==> src/rtl/phy_seq_pkg.sv <==
package phy_seq_pkg;

   typedef enum logic [1:0] {
      CMD_ADDR = 2'd0,
      CMD_POST = 2'd1,
      CMD_READ = 2'd2
   } cmd_op_t;

   typedef enum logic [2:0] {
      ST_IDLE,
      ST_RST_ADDR,
      ST_RST_POST,
      ST_SETTLE,
      ST_CHK_ADDR,
      ST_CHK_READ
   } seq_state_t;

   typedef enum logic [1:0] {
      END_NONE,
      END_LOCK,
      END_TIMEOUT,
      END_BUSERR
   } seq_end_t;

endpackage

==> src/rtl/seq_settle_timer.sv <==
module seq_settle_timer #(
   parameter int CYCLES = 20
) (
   input  logic clk,
   input  logic rst_n,
   input  logic run_i,
   output logic expire_o
);
   generate
      if (CYCLES == 1) begin : g_single
         assign expire_o = run_i;
      end else begin : g_count
         localparam int CW = $clog2(CYCLES);
         localparam logic [CW-1:0] LAST = CW'(CYCLES - 1);
         logic [CW-1:0] cnt_q;
         always_ff @(posedge clk or negedge rst_n) begin
            if (!rst_n)
               cnt_q <= '0;
            else if (!run_i || expire_o)
               cnt_q <= '0;
            else
               cnt_q <= cnt_q + 1'b1;
         end
         assign expire_o = run_i && (cnt_q == LAST);
      end
   endgenerate
endmodule

==> src/rtl/seq_try_counter.sv <==
module seq_try_counter #(
   parameter int MAX_TRIES = 10
) (
   input  logic clk,
   input  logic rst_n,
   input  logic clr_i,
   input  logic inc_i,
   output logic last_o
);
   generate
      if (MAX_TRIES == 1) begin : g_single
         assign last_o = 1'b1;
      end else begin : g_count
         localparam int TW = $clog2(MAX_TRIES);
         localparam logic [TW-1:0] LAST = TW'(MAX_TRIES - 1);
         logic [TW-1:0] cnt_q;
         always_ff @(posedge clk or negedge rst_n) begin
            if (!rst_n)
               cnt_q <= '0;
            else if (clr_i)
               cnt_q <= '0;
            else if (inc_i)
               cnt_q <= cnt_q + 1'b1;
         end
         assign last_o = (cnt_q == LAST);
      end
   endgenerate
endmodule

==> src/rtl/seq_cmd_gen.sv <==
module seq_cmd_gen
   import phy_seq_pkg::*;
#(
   parameter int              DATA_W   = 16,
   parameter logic [DATA_W-1:0] RST_REG  = 16'h7F3F,
   parameter logic [DATA_W-1:0] RST_VAL  = 16'h0001,
   parameter logic [DATA_W-1:0] LANE_REG = 16'h2003
) (
   input  seq_state_t        state_i,
   output logic              valid_o,
   output cmd_op_t           op_o,
   output logic [DATA_W-1:0] val_o
);
   always_comb begin
      valid_o = 1'b1;
      op_o    = CMD_ADDR;
      val_o   = '0;
      unique case (state_i)
         ST_RST_ADDR: val_o = RST_REG;
         ST_RST_POST: begin
            op_o  = CMD_POST;
            val_o = RST_VAL;
         end
         ST_CHK_ADDR: val_o = LANE_REG;
         ST_CHK_READ: op_o = CMD_READ;
         default:     valid_o = 1'b0;
      endcase
   end
endmodule

==> src/rtl/phy_lock_seq.sv <==
module phy_lock_seq
   import phy_seq_pkg::*;
#(
   parameter int DATA_W     = 16,
   parameter int SETTLE_CYC = 20,
   parameter int MAX_TRIES  = 10,
   parameter int LOCK_BIT   = 1,
   parameter logic [DATA_W-1:0] RST_REG  = 16'h7F3F,
   parameter logic [DATA_W-1:0] RST_VAL  = 16'h0001,
   parameter logic [DATA_W-1:0] LANE_REG = 16'h2003
) (
   input  logic              clk,
   input  logic              rst_n,
   input  logic              start_i,
   output logic              cmd_valid_o,
   output logic [1:0]        cmd_op_o,
   output logic [DATA_W-1:0] cmd_val_o,
   input  logic              rsp_done_i,
   input  logic              rsp_err_i,
   input  logic [DATA_W-1:0] rsp_rdata_i,
   output logic              done_o,
   output logic              locked_o,
   output logic              err_timeout_o,
   output logic              err_bus_o
);
   generate
      if (SETTLE_CYC < 1) begin : g_bad_settle
         $error("SETTLE_CYC must be at least 1");
      end
      if (MAX_TRIES < 1) begin : g_bad_tries
         $error("MAX_TRIES must be at least 1");
      end
      if (LOCK_BIT >= DATA_W || LOCK_BIT < 0) begin : g_bad_bit
         $error("LOCK_BIT must index into the read data");
      end
   endgenerate

   seq_state_t state_q, state_d;
   seq_end_t   end_kind;
   cmd_op_t    op_w;
   logic       settle_done, try_last, try_inc, accept, busy;
   logic       done_q, locked_q, tmo_q, bus_q;
   logic       unused_rdata;

   assign unused_rdata = ^rsp_rdata_i;
   assign accept       = (state_q == ST_IDLE) && start_i;
   assign busy         = (state_q != ST_IDLE);

   seq_settle_timer #(.CYCLES(SETTLE_CYC)) u_settle (
      .clk      (clk),
      .rst_n    (rst_n),
      .run_i    (state_q == ST_SETTLE),
      .expire_o (settle_done)
   );

   seq_try_counter #(.MAX_TRIES(MAX_TRIES)) u_tries (
      .clk    (clk),
      .rst_n  (rst_n),
      .clr_i  (accept),
      .inc_i  (try_inc),
      .last_o (try_last)
   );

   seq_cmd_gen #(
      .DATA_W   (DATA_W),
      .RST_REG  (RST_REG),
      .RST_VAL  (RST_VAL),
      .LANE_REG (LANE_REG)
   ) u_cmd (
      .state_i (state_q),
      .valid_o (cmd_valid_o),
      .op_o    (op_w),
      .val_o   (cmd_val_o)
   );
   assign cmd_op_o = op_w;

   always_comb begin
      state_d  = state_q;
      end_kind = END_NONE;
      try_inc  = 1'b0;
      unique case (state_q)
         ST_IDLE:     if (start_i) state_d = ST_RST_ADDR;
         ST_RST_ADDR: if (rsp_done_i) begin
            if (rsp_err_i) end_kind = END_BUSERR;
            else           state_d  = ST_RST_POST;
         end
         ST_RST_POST: state_d = ST_SETTLE;
         ST_SETTLE:   if (settle_done) state_d = ST_CHK_ADDR;
         ST_CHK_ADDR: if (rsp_done_i) begin
            if (rsp_err_i) end_kind = END_BUSERR;
            else           state_d  = ST_CHK_READ;
         end
         ST_CHK_READ: if (rsp_done_i) begin
            if (rsp_err_i)                  end_kind = END_BUSERR;
            else if (rsp_rdata_i[LOCK_BIT]) end_kind = END_LOCK;
            else if (try_last)              end_kind = END_TIMEOUT;
            else begin
               try_inc = 1'b1;
               state_d = ST_SETTLE;
            end
         end
         default:     state_d = ST_IDLE;
      endcase
      if (end_kind != END_NONE) state_d = ST_IDLE;
   end

   always_ff @(posedge clk or negedge rst_n) begin
      if (!rst_n) begin
         state_q  <= ST_IDLE;
         done_q   <= 1'b0;
         locked_q <= 1'b0;
         tmo_q    <= 1'b0;
         bus_q    <= 1'b0;
      end else begin
         state_q <= state_d;
         done_q  <= (end_kind != END_NONE);
         if (accept) begin
            locked_q <= 1'b0;
            tmo_q    <= 1'b0;
            bus_q    <= 1'b0;
         end else begin
            if (end_kind == END_LOCK)    locked_q <= 1'b1;
            if (end_kind == END_TIMEOUT) tmo_q    <= 1'b1;
            if (end_kind == END_BUSERR)  bus_q    <= 1'b1;
         end
      end
   end

   assign done_o        = done_q;
   assign locked_o      = locked_q;
   assign err_timeout_o = tmo_q;
   assign err_bus_o     = bus_q;
endmodule

==> config.mk <==
export PLATFORM = sky130hd
export DESIGN_NAME = phy_lock_seq
export DESIGN_NICKNAME = d
export VERILOG_FILES = /design/src/rtl/phy_seq_pkg.sv /design/src/rtl/seq_settle_timer.sv /design/src/rtl/seq_try_counter.sv /design/src/rtl/seq_cmd_gen.sv /design/src/rtl/phy_lock_seq.sv
export SDC_FILE = /design/constraint.sdc
export NUM_CORES = 1
export LEC_CHECK = 0
export BUFFER_PORTS_ARGS = -buffer_cell sky130_fd_sc_hd__buf_4
export CORE_ASPECT_RATIO = 1.5
export CORE_UTILIZATION = 50
export DETAILED_ROUTE_END_ITERATION = 10
export PLACE_DENSITY = 0.9
export SETUP_SLACK_MARGIN = 0.1
export SYNTH_ARGS = -nofsm -noshare
export SYNTH_HDL_FRONTEND = slang
export SYNTH_SLANG_ARGS = --single-unit
==> constraint.sdc <==
create_clock -name clk -period 3.7 [get_ports clk]
set_input_delay 0 -clock clk [delete_from_list [all_inputs] [get_ports clk]]
set_output_delay 0 -clock clk [all_outputs]
set_load 0.1 [all_outputs]
Yosys cells after proc, flatten, opt, wreduce, memory -nomap -nowiden
Index checks and enable logic that the tools add are counted.
{"block": "word_totals", "reg_bits": 16, "in_bits": 21, "out_inout_bits": 23, "word_cells": 78}
{"block": "classes", "n_addsub": 2, "n_eq_ne": 20, "mux": 36, "reduce_logical": 13}
{"op": "$pmux W15 S3", "n": 1}
{"op": "$mux W3", "n": 11}
{"op": "$ne A3 B3 Y1 const B", "n": 9}
{"op": "$pmux W3 S6", "n": 1}
{"op": "$mux W1", "n": 12}
{"op": "$mux W2", "n": 6}
{"op": "$reduce_and A10 Y1", "n": 1}
{"op": "$reduce_bool A2 Y1", "n": 5}
{"op": "$mux W4", "n": 2}
{"op": "$pmux W2 S2", "n": 2}
{"op": "$eq A3 B2 Y1 const B", "n": 2}
{"op": "$eq A3 B3 Y1 const B", "n": 2}
{"op": "$add A5 B1 Y5 const B", "n": 1}
{"op": "$eq A5 B5 Y1 const B", "n": 1}
{"op": "$mux W5", "n": 1}
{"op": "$add A4 B1 Y4 const B", "n": 1}
{"op": "$eq A2 B2 Y1 const B", "n": 2}
{"op": "$eq A4 B4 Y1 const B", "n": 1}
{"op": "$reduce_or A4 Y1", "n": 1}
{"op": "$eq A3 B1 Y1 const B", "n": 1}
{"op": "$logic_not A3 Y1", "n": 1}
{"op": "$ne A3 B2 Y1 const B", "n": 1}
{"op": "$eq A2 B1 Y1 const B", "n": 1}
{"op": "$logic_and A1 B1 Y1", "n": 2}
{"op": "other kinds (3)", "n": 3}

Depth between registers and ports, before layout
Gate-level depths: netlist of run 1.
{"block": "logic_depth", "ltp_word": 9, "depth_mapped": 6, "ltp_nobuf": 6}

Hierarchy
A second synthesis of run 1 with hierarchy kept.
{"block": "unflattened", "cells_unflattened": 113, "hier_area_um2": 1043.5}
{"mod": "phy_lock_seq", "n_inst": 1, "cells_each": 43, "area_per_inst_um2": 380.4, "seq_area_each_um2": 175.2}
{"mod": "seq_settle_timer", "n_inst": 1, "cells_each": 24, "area_per_inst_um2": 264.0, "seq_area_each_um2": 125.1}
{"mod": "seq_try_counter", "n_inst": 1, "cells_each": 21, "area_per_inst_um2": 221.5, "seq_area_each_um2": 100.1}
{"mod": "seq_cmd_gen", "n_inst": 1, "cells_each": 25, "area_per_inst_um2": 177.7, "seq_area_each_um2": 0.0}

Worst setup path before layout of run 1
Ideal clock, no wire load.
{"block": "synth_path", "kind": "register to output", "startpoint": "register state_q[1]", "endpoint": "output cmd_val_o[10]", "t_arrival_ps": 2755, "path_slack_ps": 945, "stages_incl_launch_ff": 6, "cell_sequence": "dfrtp_1 -> buf_6 -> inv_1 -> nand2_1 -> nor2_1 -> buf_4"}
{"block": "synth_via", "elab_chain_cells": 2, "word_cells_on_any_way": 4, "classes_between": "eq/ne (3); mux (1)"}
{"item": "start: declaration", "line_no": "phy_lock_seq.sv:38", "rtl": "seq_state_t state_q, state_d;"}
{"item": "start signal: assignment", "line_no": "phy_lock_seq.sv:115", "rtl": "state_q <= state_d;"}
{"item": "$eq A3 B3 Y1 (tied with other cells)", "line_no": "seq_cmd_gen.sv:18", "rtl": "unique case (state_i)"}
{"item": "$pmux W15 S3 (*)", "line_no": "seq_cmd_gen.sv:18"}
{"item": "end: declaration", "line_no": "phy_lock_seq.sv:17", "rtl": "output logic [DATA_W-1:0] cmd_val_o,"}
Every way passes the cells marked *; elsewhere a longest branch is shown, timed or not.

Worst setup path after layout of run 1
{"block": "layout_path", "startpoint": "register state_q[1]", "endpoint": "output cmd_val_o[2]"}
The elaborated chain is that of the path after synthesis.

==> reports/metrics.csv, run 1 <==
metric,value,unit
critical_path_class,flop to primary output,
die_height,57.5,um
cts_tree,done,
cp.required,3.70,ns
worst_pin_slew,0.519,ns
syn_to_final_growth,11.8,%
gp_congestion,0.847,
reg2reg_slack,2.16,ns
postCtsSetupRepairBufs,0,
clkTransAtPathRegs,0.08,ns
clockBufferDepth,2,
numCtsBuffers,3,
wl_per_cell,14.1,um
critPathMaxStageDelay,0.49,ns
ioPinCount,44,
critical_path.top_delay_family,buffers and inverters,
yosys_most_used_dff,dfrtp_1,
antenna_cells,0,
yosysWarnings,0,
port_buffers,25,
synth_edf_count,0,
clockRootBuffer,clkbuf_4,
grt_pass1_vias,789,
viasPerCell,5.72,
fp-row-count,19,
postSynthAreaPerCell,9.44,um2
whs_endpoint,done_o,
cp_data_arrival_time,1.96,ns
cts_sinks,16,
grt_pass1_wl,3420,um
worstRegToRegCells,4,
netlist_instances,109,
status,"finished, final reports clean",
drt-total-wl,2040,um
fin_nets,149,
holdPathStages,3,
die_area,2250,um2
initial_utilization,54.8,%
layout-drive-gt1-share,28.5,%
dp_hpwl,1570,um
fin_tns_setup,0,ns
cp_max_fo,10,
drt_iter0_markers,19,
path_buf_inv,2,
gr-usage-all-layers,21.3,%
end_kind,primary output,
async_flop_share,100,%
cap_violations,0,
relSlewSlack,65.2,%
drv_slew,0,
crit_slowest_cell,dfrtp_1,
drtAntennaViolNets,0,
core-area,1880,um2
ys_ff_latch,16,
hold_class,input port to flop,
pre_cts_slack,2.06,ns
timing.final.ws_setup,1.74,ns
die_w,39.0,um
reg2reg_to,u_tries.g_count.cnt_q[2],
worst_clock_skew,0.00331,ns
vias,824,
r2r-start,state_q[2],
overflow,0,
rsz0062_at_grt,false,
syn-cell-area,1030,um2
finalHoldViolCount,0,
timing.final.crit_period,1.96,ns
first_pass_iters,4,
drc,0,
grt_max_degree,17,
fmax,0.510,GHz
clkLatencyLatePin,0.28,ns
htreeDepth,1,
antenna_found_initial,0,
setup_viol,0,
cp-start-kind,flop,
fin_crit_sh,52.9,%
min_from,rsp_done_i,
synth_cell_types,35,
synth_seq_area_share,38.9,%
critical_path.cell_chain,"inv_1, nand2_1, nor2_1, buf_4",
==> metrics by stage <==
step | instances | utilization (%) | hold slack (ns) | cell area, um2
2_1_floorplan | 111 | - | -0.296 | 1040
3_3_place_gp | 140 | 59.5 | -0.135 | 1120
3_5_place_dp | 140 | 59.5 | -0.131 | 1120
4_1_cts | 144 | 61.2 | 0.0277 | 1150
5_1_grt | 144 | 61.2 | 0.0278 | 1150
6_report | 144 | 61.2 | 0.0352 | 1150
==> Yosys cell counts, drive strengths merged (2+ instances only) <==
| master | number | area share, % |
|---|---|---|
| o21ai | 6 | 2.9 |
| nor3 | 5 | 2.9 |
| nand3 | 6 | 4.1 |
| nor3b | 2 | 2.6 |
| and3b | 2 | 1.7 |
| xnor2 | 5 | 4.3 |
| ha | 3 | 3.7 |
| inv | 6 | 2.2 |
| nor2b | 2 | 1.5 |
| nand2 | 8 | 2.9 |
| a21oi | 3 | 1.5 |
| nor2 | 10 | 3.7 |
| a31oi | 4 | 2.4 |
| dfrtp | 16 | 39 |
| buf | 17 | 13 |
| o211ai | 2 | 1.9 |
==> kinds of logic after synthesis <==
group | after synthesis | share of synthesized area (%)
DFF | 16 | 38.9
adders and majority gates | 3 | 3.65
buffers and inverters | 23 | 15.1
AOI/OAI and AO/OA | 21 | 14.1
xor gates and xnor gates | 6 | 5.11
other | 1 | 0.365
and+or+nand+nor | 37 | 20.7
muxes | 2 | 2.07
==> worst reg2reg max path: cells and delay by family, from the launching register on <==
family / cells / cell delay [ns]
flops: 1 / 0.64
simple gates: 2 / 0.53
compound gates: 2 / 0.27
==> repair_timing <==
action / 4_1_cts / 5_1_grt
hold buffers: 1 / 0
gates resized for setup: 0 / 0
endpoints found under the setup margin: 0 / 0
hold endpoints to repair: 16 / 0
==> state kept, by name, summed over array words and instances (netlist names) <==
| name | cells |
|---|---|
| done_o | 1 |
| err_bus_o | 1 |
| err_timeout_o | 1 |
| locked_o | 1 |
| state_q | 3 |
| u_settle.g_count.cnt_q | 5 |
| u_tries.g_count.cnt_q | 4 |
==> placed cells by master, fill, tap and decap left out, drive strengths merged, types with 2 or more instances in the layout <==
| cell type | n |
|---|---|
| buf | 25 |
| dfrtp | 16 |
| nor2 | 10 |
| nand2 | 8 |
| o21ai | 6 |
| inv | 6 |
| nand3 | 6 |
| xnor2 | 5 |
| nor3 | 5 |
| a31oi | 4 |
| a21oi | 3 |
| ha | 3 |
| conb | 3 |
| clkbuf | 3 |
| and3b | 2 |
| o211ai | 2 |
| nor2b | 2 |
| nor3b | 2 |
==> layer usage <==
metal	share of wire, %	wire (um)	vias to the layer above	GRT usage, %
met2	56	1130	40	35.5
met1	37	754	391	26.2
met4	1.2	25	0	9.36
met3	6.2	126	4	3.11
met5	0	0	-	0
li1	-	-	389	-
==> cell type report <==
type / instances / area [um2]
timing repair buffer: 26 / 198
clock buffer: 3 / 22.5
sequential: 16 / 400
multi-input combinational: 72 / 480
inverter: 6 / 22.5
tap: 21 / 26.3
fill: 149 / 728
==> worst max path at each step <==
stage               start  slack, ns       endpoint  depth (start not counted)
6_report       state_q[1]       1.74   cmd_val_o[2]                          4
5_1_grt        state_q[1]       1.54   cmd_val_o[2]                          4
4_1_cts        state_q[1]       1.74   cmd_val_o[2]                          4
3_5_place_dp   state_q[1]       2.06   cmd_val_o[2]                          4
3_3_place_gp   state_q[1]       2.14   cmd_val_o[9]                          4
2_1_floorplan  state_q[1]       0.95  cmd_val_o[10]                          5
Power of run 1 is not shown: default switching activity piles up to over one toggle a cycle in this logic, so the estimate is an artifact.
==> run 2: changes to the inputs <==
--- a/config.mk
+++ b/config.mk
@@ -7,9 +7,9 @@
 export LEC_CHECK = 0
 export BUFFER_PORTS_ARGS = -buffer_cell sky130_fd_sc_hd__buf_4
 export CORE_ASPECT_RATIO = 1.5
-export CORE_UTILIZATION = 50
+export CORE_UTILIZATION = 42
 export DETAILED_ROUTE_END_ITERATION = 10
-export PLACE_DENSITY = 0.9
+export PLACE_DENSITY = 0.82
 export SETUP_SLACK_MARGIN = 0.1
 export SYNTH_ARGS = -nofsm -noshare
 export SYNTH_HDL_FRONTEND = slang
==> constraint.sdc (replaced) <==
create_clock -name clk -period 1.7 [get_ports clk]
set_input_delay 0 -clock clk [delete_from_list [all_inputs] [get_ports clk]]
set_output_delay 0 -clock clk [all_outputs]
set_load 0.1 [all_outputs]
==> run 2 against run 1 <==
Effect of this change:
- non-clock buffer count increased by 4
- worst setup slack worse by 1.6 ns
- critical path type unchanged
- via count fell by 0.97%
- register-to-register slack got worse by 1.9 ns
- cell area up 13%
- largest cell class unchanged
==> reports/metrics.csv, run 2 (synthesis gave the netlist of run 1 again) <==
metric,value,unit,change
cp.required,1.70,ns,-2.00 ns
die_w,42.4,um,+8.6%
startpoint,state_q[2],,
core-area,2290,um2,+22%
clkLatencyLatePin,0.29,ns,about the same
regMostFlops,u_settle.g_count.cnt_q,,
ioPinCount,44,,unchanged
cts_sinks,16,,unchanged
die_area,2650,um2,+18%
port_buffers,25,,unchanged
placed_area,1190,um2,+6.6%
crit_path_frequent_cell,buf_4,,
grt_pass1_vias,781,,-1.0%
drv_slew,0,,unchanged
worst_clock_skew,0.0113,ns,+0.00804 ns
fin_crit_sh,91.4,%,
final_cell_mix,"18 x buf_4, 15 x dfrtp_1, 10 x buf_6, 8 x nor2_1, 7 x nand2_1",,
syn_to_final_growth,26.0,%,
wl_per_cell,13.3,um,-5.7%
r2r-start,u_tries.g_count.cnt_q[1],,
first_pass_iters,4,,unchanged
critical_path_class,flop to primary output,,
antenna_cells,0,,unchanged
numCtsBuffers,3,,unchanged
crit_slowest_cell,dfrtp_1,,
regArea,402,um2,+0.31%
fin_cells,151,,+4.9%
finalHoldViolCount,0,,unchanged
end_kind,primary output,,
status,"finished, final reports clean",,
multi_input_area,522,um2,+8.6%
clockBufferDepth,2,,unchanged
hold_class,input port to flop,,
clkTransAtPathRegs,0.10,ns,+0.02 ns
overflow,0,,unchanged
final_util,56.7,%,-4.5 points
drtAntennaViolNets,0,,unchanged
n_fill_cell,192,,+29%
critical_path.cell_chain,"buf_4, xnor2_1, o22ai_2, buf_4",,
post-place-cells,145,,+3.6%
cp-start-kind,flop,,
fin_nets,153,,+2.7%
largest_reg_flops,5,,unchanged
largestRegisters,"u_settle.g_count.cnt_q (5), u_tries.g_count.cnt_q (4), state_q (3)",,
setup_viol,0,,unchanged
rsz0062_at_grt,true,,
fin_tns_setup,0,ns,unchanged
viasPerCell,5.40,,-5.6%
dp_hpwl,1570,um,+0.21%
drt-total-wl,2010,um,-1.1%
drt_iter0_markers,20,,+1
fp-row-count,21,,+2
antenna_found_initial,0,,unchanged
gp_congestion,0.754,,-11%
drc,0,,unchanged
critical_path.top_delay_family,buffers and inverters,,
grt_pass1_wl,3360,um,-1.6%
timing.final.crit_period,1.55,ns,
initial_utilization,45.0,%,-9.8 points
cp_max_fo,9,,-1
final_common_cell,buf_4,,
cp_data_arrival_time,1.55,ns,-0.41 ns
htreeDepth,1,,unchanged
gr-usage-all-layers,15.9,%,-5.4 points
clockRootBuffer,clkbuf_4,,
cap_violations,0,,unchanged
fmax,0.644,GHz,
path_buf_inv,2,,unchanged
min_from,rsp_rdata_i[1],,
fin_area,1300,um2,+13%
vias,816,,-0.97%
critPathMaxStageDelay,0.49,ns,about the same
die_height,62.6,um,+8.8%
grt_max_degree,17,,unchanged
cts_tree,done,,
layout-drive-gt1-share,37.5,%,+9.0 points
[run 2: cell types whose count changed in the layout (fill, tap and decap cells not counted), sizes merged]
| cell | previous run | this run |
|---|---|---|
| buf | 25 | 29 |
| clkbuf | 3 | 4 |
[run 2: layout make-up]
| class | count | share of cell area [%] |
|---|---|---|
| clock buffer | 4 | 2.80 |
| inverter | 6 | 2.32 |
| multi-input combinational | 72 | 40.3 |
| sequential | 16 | 31.0 |
| tap | 23 | 2.22 |
| timing repair buffer | 30 | 21.4 |
[run 2: path summary, 6_finish.rpt]
kind,endpoint,slack [ns],depth (start not counted)
worst max-delay path,cmd_val_o[0],0.15,4
worst min-delay path,locked_o,0.006,3
worst max register to register,state_q[2],0.24,6
worst min register to register,u_settle.g_count.cnt_q[0],0.48,1
max in group asynchronous,state_q[0],1.42,2
min in group asynchronous,err_timeout_o,0.09,2
[run 2: stage by stage]
step                      worst slack [ns]  hold WS [ns]
final                                0.147       0.00584
after global routing                0.0892        0.0135
after CTS                           0.0852       0.00188
after detailed placement             0.245        -0.129
after global placement               0.313        -0.129
after floorplan                     -0.179        -0.296
[run 2: metal layers]
layer / global-route usage, % / up-vias / part of all wire, %
met5: 0 / - / 0
met4: 4.69 / 0 / 0.60
met3: 2.02 / 2 / 3.5
met2: 30.0 / 25 / 54
met1: 17.8 / 390 / 41
li1: - / 399 / -
[run 2: repair_timing]
| item | CTS | global route |
|---|---|---|
| endpoints found under the hold margin | 16 | 0 |
| gates resized for setup | 0 | 11 |
| hold buffers | 1 | 0 |
| buffers inserted | 0 | 1 |
| setup endpoints to repair | 10 | 12 |
| pin swaps | 0 | 1 |
[run 2: worst register-to-register path, cell delays in order (launching register included)]
cell and delay, ns:
dfrtp_1 0.42, inv_1 0.07, ha_1 0.15, and3b_1 0.22
o211ai_1 0.10, a21oi_1 0.29, nor2_1 0.10
Power of run 2 is left out for the same reason.
==> run 3: changes to the inputs <==
--- a/config.mk
+++ b/config.mk
@@ -10,7 +10,9 @@
 export CORE_UTILIZATION = 42
 export DETAILED_ROUTE_END_ITERATION = 10
 export PLACE_DENSITY = 0.82
+export RECOVER_POWER = 25
 export SETUP_SLACK_MARGIN = 0.1
+export SLEW_MARGIN = 20
 export SYNTH_ARGS = -nofsm -noshare
 export SYNTH_HDL_FRONTEND = slang
 export SYNTH_SLANG_ARGS = --single-unit
==> run 3 against run 2 <==
Effect of this change:
- utilization shrank 0.16 points
- hold slack is the same
- critical path depth is the same
- fmax is the same
- highest routed layer unchanged
==> reports/metrics.csv, run 3 (synthesis gave the netlist of run 1 again) <==
metric,value,unit,change
layout-drive-gt1-share,36.7,%,-0.78 points
pre_cts_slack,0.245,ns,unchanged
cap_violations,0,,unchanged
final_cell_mix,"17 x buf_4, 15 x dfrtp_1, 10 x buf_6, 8 x nor2_1, 7 x nand2_1",,
grt_max_degree,17,,unchanged
fin_tns_setup,0,ns,unchanged
cp_data_arrival_time,1.55,ns,about the same
die_height,62.6,um,unchanged
worst_pin_slew,0.872,ns,
antenna_cells,0,,unchanged
fin_nets,153,,unchanged
cp_max_fo,9,,unchanged
final_common_cell,buf_4,,
cp.required,1.70,ns,about the same
status,"finished, final reports clean",,
setup_viol,0,,unchanged
gp_congestion,0.754,,unchanged
dp_hpwl,1570,um,unchanged
clkLatencyLatePin,0.29,ns,about the same
largestRegisters,"u_settle.g_count.cnt_q (5), u_tries.g_count.cnt_q (4), state_q (3)",,
finalHoldViolCount,0,,unchanged
syn_to_final_growth,25.7,%,
clkTransAtPathRegs,0.10,ns,about the same
timing.final.crit_period,1.55,ns,unchanged
antenna_found_initial,0,,unchanged
numCtsBuffers,3,,unchanged
htreeDepth,1,,unchanged
die_w,42.4,um,unchanged
clockBufferDepth,2,,unchanged
drc,0,,unchanged
worst_clock_skew,0.0113,ns,unchanged
first_pass_iters,4,,unchanged
relSlewSlack,41.9,%,
regMostFlops,u_settle.g_count.cnt_q,,
ioPinCount,44,,unchanged
core-area,2290,um2,unchanged
hold_class,input port to flop,,
overflow,0,,unchanged
placed_area,1190,um2,unchanged
largest_reg_flops,5,,unchanged
cts_tree,done,,
drt-total-wl,2010,um,unchanged
viasPerCell,5.40,,unchanged
drv_slew,0,,unchanged
drtAntennaViolNets,0,,unchanged
fin_area,1290,um2,-0.29%
timing.final.ws_setup,0.147,ns,unchanged
die_area,2650,um2,unchanged
n_fill_cell,191,,-0.52%
critical_path_class,flop to primary output,,
fin_crit_sh,91.4,%,unchanged
fmax,0.644,GHz,unchanged
gr-usage-all-layers,15.9,%,unchanged
vias,816,,unchanged
clockRootBuffer,clkbuf_4,,
port_buffers,25,,unchanged
drt_iter0_markers,20,,unchanged
grt_pass1_wl,3360,um,unchanged
final_util,56.5,%,-0.16 points
grt_pass1_vias,781,,unchanged
cp-start-kind,flop,,
wl_per_cell,13.3,um,unchanged
initial_utilization,45.0,%,unchanged
cts_sinks,16,,unchanged
end_kind,primary output,,
rsz0062_at_grt,true,,
fp-row-count,21,,unchanged
-- run 3: changes by cell type in the layout (fill, tap and decap cells not counted) --
| cell | before | now |
|---|---|---|
| buf_4 | 18 | 17 |
| clkbuf_1 | 0 | 1 |
-- run 3: through the flow --
| stage | hold WS [ns] | instances |
|---|---|---|
| 2_1_floorplan | -0.296 | 111 |
| 3_3_place_gp | -0.129 | 145 |
| 3_5_place_dp | -0.129 | 145 |
| 4_1_cts | 0.00188 | 150 |
| 5_1_grt | 0.0135 | 151 |
| 6_report | 0.00584 | 151 |
-- run 3: area by class of cell --
type | count | area, um2 | area share (%)
Clock buffer | 4 | 36.3 | 2.81
Multi-Input combinational cell | 72 | 522 | 40.4
Inverter | 6 | 30.0 | 2.32
Sequential cell | 16 | 402 | 31.1
Timing Repair Buffer | 30 | 274 | 21.2
Tap cell | 23 | 28.8 | 2.23
-- run 3: worst paths after layout --
check                                            endpoint  slack, ns                 startpoint  cells past startpoint
worst max-delay path                         cmd_val_o[0]       0.15                 state_q[2]                      4
max in group asynchronous                      state_q[0]       0.78                      rst_n                      2
worst min register to register  u_settle.g_count.cnt_q[0]       0.48  u_settle.g_count.cnt_q[0]                      1
worst max register to register                 state_q[2]       0.24   u_tries.g_count.cnt_q[1]                      6
worst min-delay path                             locked_o      0.006             rsp_rdata_i[1]                      3
min in group asynchronous        u_tries.g_count.cnt_q[3]       0.33                      rst_n                      2
-- run 3: timing repair --
action                     CTS  global route
hold buffers                 1             0
setup buffers                0             1
gates cloned                 0             0
hold endpoints to repair    16             0
pin swaps                    0             1
resized for setup            0            11
setup endpoints to repair   10            12
-- run 3: critical path: stages, from the launching register on --
cell and delay, ns:
dfrtp_1 0.49, buf_4 0.22, xnor2_1 0.14, o22ai_2 0.11, buf_4 0.30
-- run 3: per-layer routing --
metal | global-route usage (%) | wire length, um | share of wire (%) | up-vias
met3 | 2.02 | 71 | 3.5 | 2
li1 | - | - | - | 399
met4 | 4.69 | 12 | 0.60 | 0
met5 | 0 | 0 | 0 | -
met1 | 17.8 | 834 | 41 | 390
met2 | 30.0 | 1100 | 54 | 25
Power of run 3 is left out for the same reason.
